==> src/rtl/clk_bank_ctl.sv <==
module clk_bank_ctl #(
  parameter int NREG = 8,
  parameter int DW   = 16,
  localparam int AW  = (NREG > 1) ? $clog2(NREG) : 1
) (
  input  logic                 clk,
  input  logic                 rst_n,
  input  logic                 host_we,
  input  logic [AW-1:0]        host_addr,
  input  logic [DW-1:0]        host_wdata,
  output logic [DW-1:0]        host_rdata,
  input  logic                 cmd_we,
  input  logic [7:0]           cmd_wdata,
  input  logic                 frame_pulse,
  input  logic                 fallback_in,
  output logic                 act_is_x,
  output logic [NREG*DW-1:0]   act_cfg,
  output logic                 fallback_flag,
  output logic                 cmd_pending
);

  typedef enum logic [1:0] {K_NONE, K_GO, K_CLR, K_FRC} kind_t;

  logic [DW-1:0] bank_x [NREG];
  logic [DW-1:0] bank_y [NREG];
  logic          x_q, flag_q;
  kind_t         pend_q;

  kind_t sel, eff;
  logic  any_swap, imm, wait_wr, fire, evt, swap, copy;
  logic  unused_hi;

  assign unused_hi = ^cmd_wdata[6:4];

  assign any_swap = |cmd_wdata[2:0];
  assign imm      = cmd_we && !cmd_wdata[7] && any_swap;
  assign wait_wr  = cmd_we &&  cmd_wdata[7] && any_swap;
  assign copy     = cmd_we &&  cmd_wdata[3];
  assign fire     = frame_pulse && (pend_q != K_NONE) && !imm && !fallback_in;

  always_comb begin
    if (cmd_wdata[2])      sel = K_FRC;
    else if (cmd_wdata[1]) sel = K_CLR;
    else if (cmd_wdata[0]) sel = K_GO;
    else                   sel = K_NONE;
  end

  assign eff  = imm ? sel : (fire ? pend_q : K_NONE);
  assign evt  = fallback_in || (eff == K_FRC);
  assign swap = evt ? !flag_q : ((eff == K_GO) || (eff == K_CLR && flag_q));

  always_ff @(posedge clk or negedge rst_n) begin
    if (!rst_n) begin
      x_q    <= 1'b0;
      flag_q <= 1'b0;
      pend_q <= K_NONE;
    end else begin
      x_q <= x_q ^ swap;
      if (evt)                flag_q <= 1'b1;
      else if (eff == K_CLR)  flag_q <= 1'b0;
      if (wait_wr)            pend_q <= sel;
      else if (fire)          pend_q <= K_NONE;
    end
  end

  always_ff @(posedge clk or negedge rst_n) begin
    if (!rst_n) begin
      for (int i = 0; i < NREG; i++) begin
        bank_x[i] <= '0;
        bank_y[i] <= '0;
      end
    end else begin
      for (int i = 0; i < NREG; i++) begin
        if (copy) begin
          if (x_q) bank_y[i] <= bank_x[i];
          else     bank_x[i] <= bank_y[i];
        end else if (host_we && host_addr == AW'(i)) begin
          if (x_q) bank_y[i] <= host_wdata;
          else     bank_x[i] <= host_wdata;
        end
      end
    end
  end

  assign host_rdata = x_q ? bank_y[host_addr] : bank_x[host_addr];

  for (genvar g = 0; g < NREG; g++) begin : g_out
    assign act_cfg[g*DW +: DW] = x_q ? bank_x[g] : bank_y[g];
  end

  assign act_is_x      = x_q;
  assign fallback_flag = flag_q;
  assign cmd_pending   = (pend_q != K_NONE);

  a_r11_active_hold: assert property (@(posedge clk) disable iff (!rst_n)
    (!cmd_we && !frame_pulse && !fallback_in) |=> ($stable(act_is_x) && $stable(act_cfg)));

  a_r4_event_sets_flag: assert property (@(posedge clk) disable iff (!rst_n)
    fallback_in |=> fallback_flag);

  a_r4_event_ignored: assert property (@(posedge clk) disable iff (!rst_n)
    (fallback_flag && fallback_in && !cmd_we) |=> $stable(act_is_x));

  a_r5_flag_drop: assert property (@(posedge clk) disable iff (!rst_n)
    $fell(fallback_flag) |-> ($past(cmd_we && cmd_wdata[1]) || $past(frame_pulse && cmd_pending)));

  a_r6_pending_hold: assert property (@(posedge clk) disable iff (!rst_n)
    (!cmd_we && !frame_pulse) |=> $stable(cmd_pending));

endmodule

==> config.mk <==
export PLATFORM = sky130hd
export DESIGN_NAME = clk_bank_ctl
export DESIGN_NICKNAME = d
export VERILOG_FILES = /design/src/rtl/clk_bank_ctl.sv
export SDC_FILE = /design/constraint.sdc
export NUM_CORES = 1
export LEC_CHECK = 0
export ABC_CLOCK_PERIOD_IN_PS = 4700
export BUFFER_PORTS_ARGS = -buffer_cell sky130_fd_sc_hd__buf_2
export CAP_MARGIN = 20
export CORE_MARGIN = 2
export CORE_UTILIZATION = 65
export CTS_BUF_LIST = sky130_fd_sc_hd__clkbuf_8
export CTS_CLUSTER_SIZE = 8
export DETAILED_ROUTE_END_ITERATION = 8
export PLACE_DENSITY = 0.88
export SETUP_SLACK_MARGIN = 0.4
export SLEW_MARGIN = 30
export SYNTH_ARGS = -nofsm -noshare
export SYNTH_HDL_FRONTEND = slang
export SYNTH_SLANG_ARGS = --single-unit
==> constraint.sdc <==
create_clock -name clk -period 4.7 [get_ports clk]
set_input_delay 0.705 -clock clk [delete_from_list [all_inputs] [get_ports clk]]
set_output_delay 0.705 -clock clk [all_outputs]
set_load 0.1 [all_outputs]
==> run metrics <==
CP Capture Type primary output; Syn Nets 1,315; clk sinks 260; share of the yosys chip area belonging to registers 48.0%; Hold WS roughly 0.086 ns; crit path max-delay cell type buf_4; startpoint types input pin; Clock Latency Late Sink 0.57 ns; Period Utilization, post-route between 70 and 80%; area leader, netlist dfrtp_1; Syn Area/Cell 10.6 um2; routed vias 11.7k; die area ~22,000 um2; Finish-stage setup viols 0; met3 usage approximately 9.0%; f_max around 280 MHz; GRT met1 Usage 52.2%; port bufs roughly 180; worst-margin pin slew 0.889 ns; Synth cell types 31; GRT Max-Usage Layer met2; PostCTS Resize Cnt 0; final worst slack between 1 and 1.5 ns; largest cells by area after synthesis dfrtp_1 (48%), o21ai_0 (14%), mux4_2 (13%), mux2_2 (11%), nand2_1 (7.2%); clock input transition at the sequential cells of the worst setup and hold paths 0.06 ns; share of flip-flops with an asynchronous set or reset 100%; post-route setup TNS 0 ns; clk buf depth 3; postcts setup bufs 0; CP Class in -> out; Setup WS pre-CTS ~1.1 ns; Core Footprint ~20,000 um2; layout cells sized above 1 between 30% and 40%; layout overhead on the synthesized area 14.7%; HPWL after detailed placement 25,800 um; vias in the first global route 11.6k; Worst Setup SP host_addr[1]; clock tree from TritonCTS yes; met2 global-route usage 55.6%; crit path time final 3.61 ns; Post-CTS Hold Buffers 0; Final GP Congestion between 0.9 and 1; pin count of the biggest net entering global routing 123; slowest stage delay, CP 0.62 ns; unrepaired setup endpoints after global routing false; cts bufs inserted 44; status complete, no violations; Worst EP required 3.99 ns; Mapped Area about 14,000 um2; ANT nets after route 0; DRT Wirelength 40,000 um; # IOs 180; crit path cell chain buf_4 -> buf_4 -> mux4_2 -> mux4_2 -> buf_2; Vias/cell 6.72; wire per inst ~23 um; grt total ovfl 0; first-pass iteration count of the detailed router 7; H-tree depth 2; CP Max Fanout 46; flops & latches, synth 260; Remaining DRCs 0; dominant cell by count in the synthesized netlist o21ai_0; Layout Nets 1,466; first-pass GRT wire length 63,300 um; Post-synth EDFFs 0; Global Route Usage Sum 37.0%; final core utilization 76.3%; clock skew roughly 0.03 ns; worst r2r src act_is_x; yosys warns 0; Die H around 150 um; initial drt markers 1,511; Max Transition Viols Final 0; post-synth top area share between 40 and 50%; Clk Tree Root Cell clkbuf_8; initial antenna violation count 4; commonest cells in the synthesized netlist o21ai_0 (378), dfrtp_1 (260), nand2_1 (260), mux2_2 (128), mux4_2 (80); prevailing post-synth register cell dfrtp_1; WP data arrival 2.90 ns; fillers 1,180; die width around 150 um; FP Rows between 50 and 60; synthesized netlist cell count between 1k and 1.5k; relative slew slack 40.7%; worst min path class in -> async; final number of hold-violating endpoints 0; initial core utilization 66.5%; Max Cap Viol 0
==> routing by layer <==
metal	part of all wire, %	vias to the layer above
li1	-	4936
met1	38	5740
met2	47	844
met3	11	138
met4	4.3	2
met5	0.025	-
==> path summary, 6_finish.rpt <==
| path | to | slack (ns) | depth (start not counted) |
|---|---|---|---|
| setup / recovery | host_rdata[14] | 1.09 | 5 |
| hold / removal | bank_x[113] | 0.09 | 1 |
| setup reg to reg | bank_x[70] | 2.23 | 6 |
| hold reg to reg | bank_x[96] | 0.50 | 2 |
| max in group asynchronous | bank_x[51] | 3.19 | 3 |
| min in group clk | pend_q[0] | 0.46 | 3 |
==> stage by stage <==
stage / instances / instance area, um2
after CTS: 1730 / 15500
after detailed placement: 1656 / 14700
after global routing: 1734 / 15500
final: 1734 / 15500
after floorplan: 1282 / 13500
after global placement: 1655 / 14600
==> critical path: cells and delay by family <==
kind                   cells  cell delay [ns]
buffers and inverters      3             1.26
muxes                      2             0.86
==> cells by family (layout without fill, tap and decap cells) <==
logic type             count (synthesis)  in the layout  share of synthesized area [%]
AO/OA/AOI/OAI                        411            411                           15.4
AND/OR/NAND/NOR                      299            299                           8.91
flip-flops                           260            260                           48.0
multiplexers                         209            209                           24.0
buffers and inverters                102            281                           3.61
XOR/XNOR                               1              1                         0.0647
other                                  0              3                              0
==> state kept, by name, summed over array words and instances, names as in the netlist <==
register / count
bank_x: 128
act_is_x: 1
fallback_flag: 1
bank_y: 128
pend_q: 2
==> placed cells by master (no fill, tap or decap), types with 7 or more instances in the layout <==
| cell | synthesis | routed |
|---|---|---|
| a21oi_2 | 0 | 12 |
| buf_2 | 41 | 173 |
| buf_4 | 2 | 25 |
| clkbuf_8 | 0 | 56 |
| clkinv_2 | 0 | 7 |
| dfrtp_1 | 260 | 259 |
| inv_1 | 2 | 11 |
| mux2_2 | 128 | 128 |
| mux4_2 | 80 | 80 |
| nand2_1 | 260 | 259 |
| nand2b_1 | 17 | 17 |
| nor2_1 | 7 | 7 |
| o21ai_0 | 378 | 378 |
| o21ai_1 | 9 | 9 |
==> final cells by class <==
class	instances	area, um2	share of cell area, %
Tap cell	270	338	2.17
Antenna cell	3	7.51	0.0483
Timing Repair Buffer	205	1200	7.70
Clock buffer	56	771	4.96
Sequential cell	260	6510	41.9
Clock inverter	18	83.8	0.539
Inverter	2	7.51	0.0483
Multi-Input combinational cell	920	6630	42.6
Power is left out: the tool's default activity adds up to more than one toggle a clock period on the data nets, which glitch-free logic cannot reach.
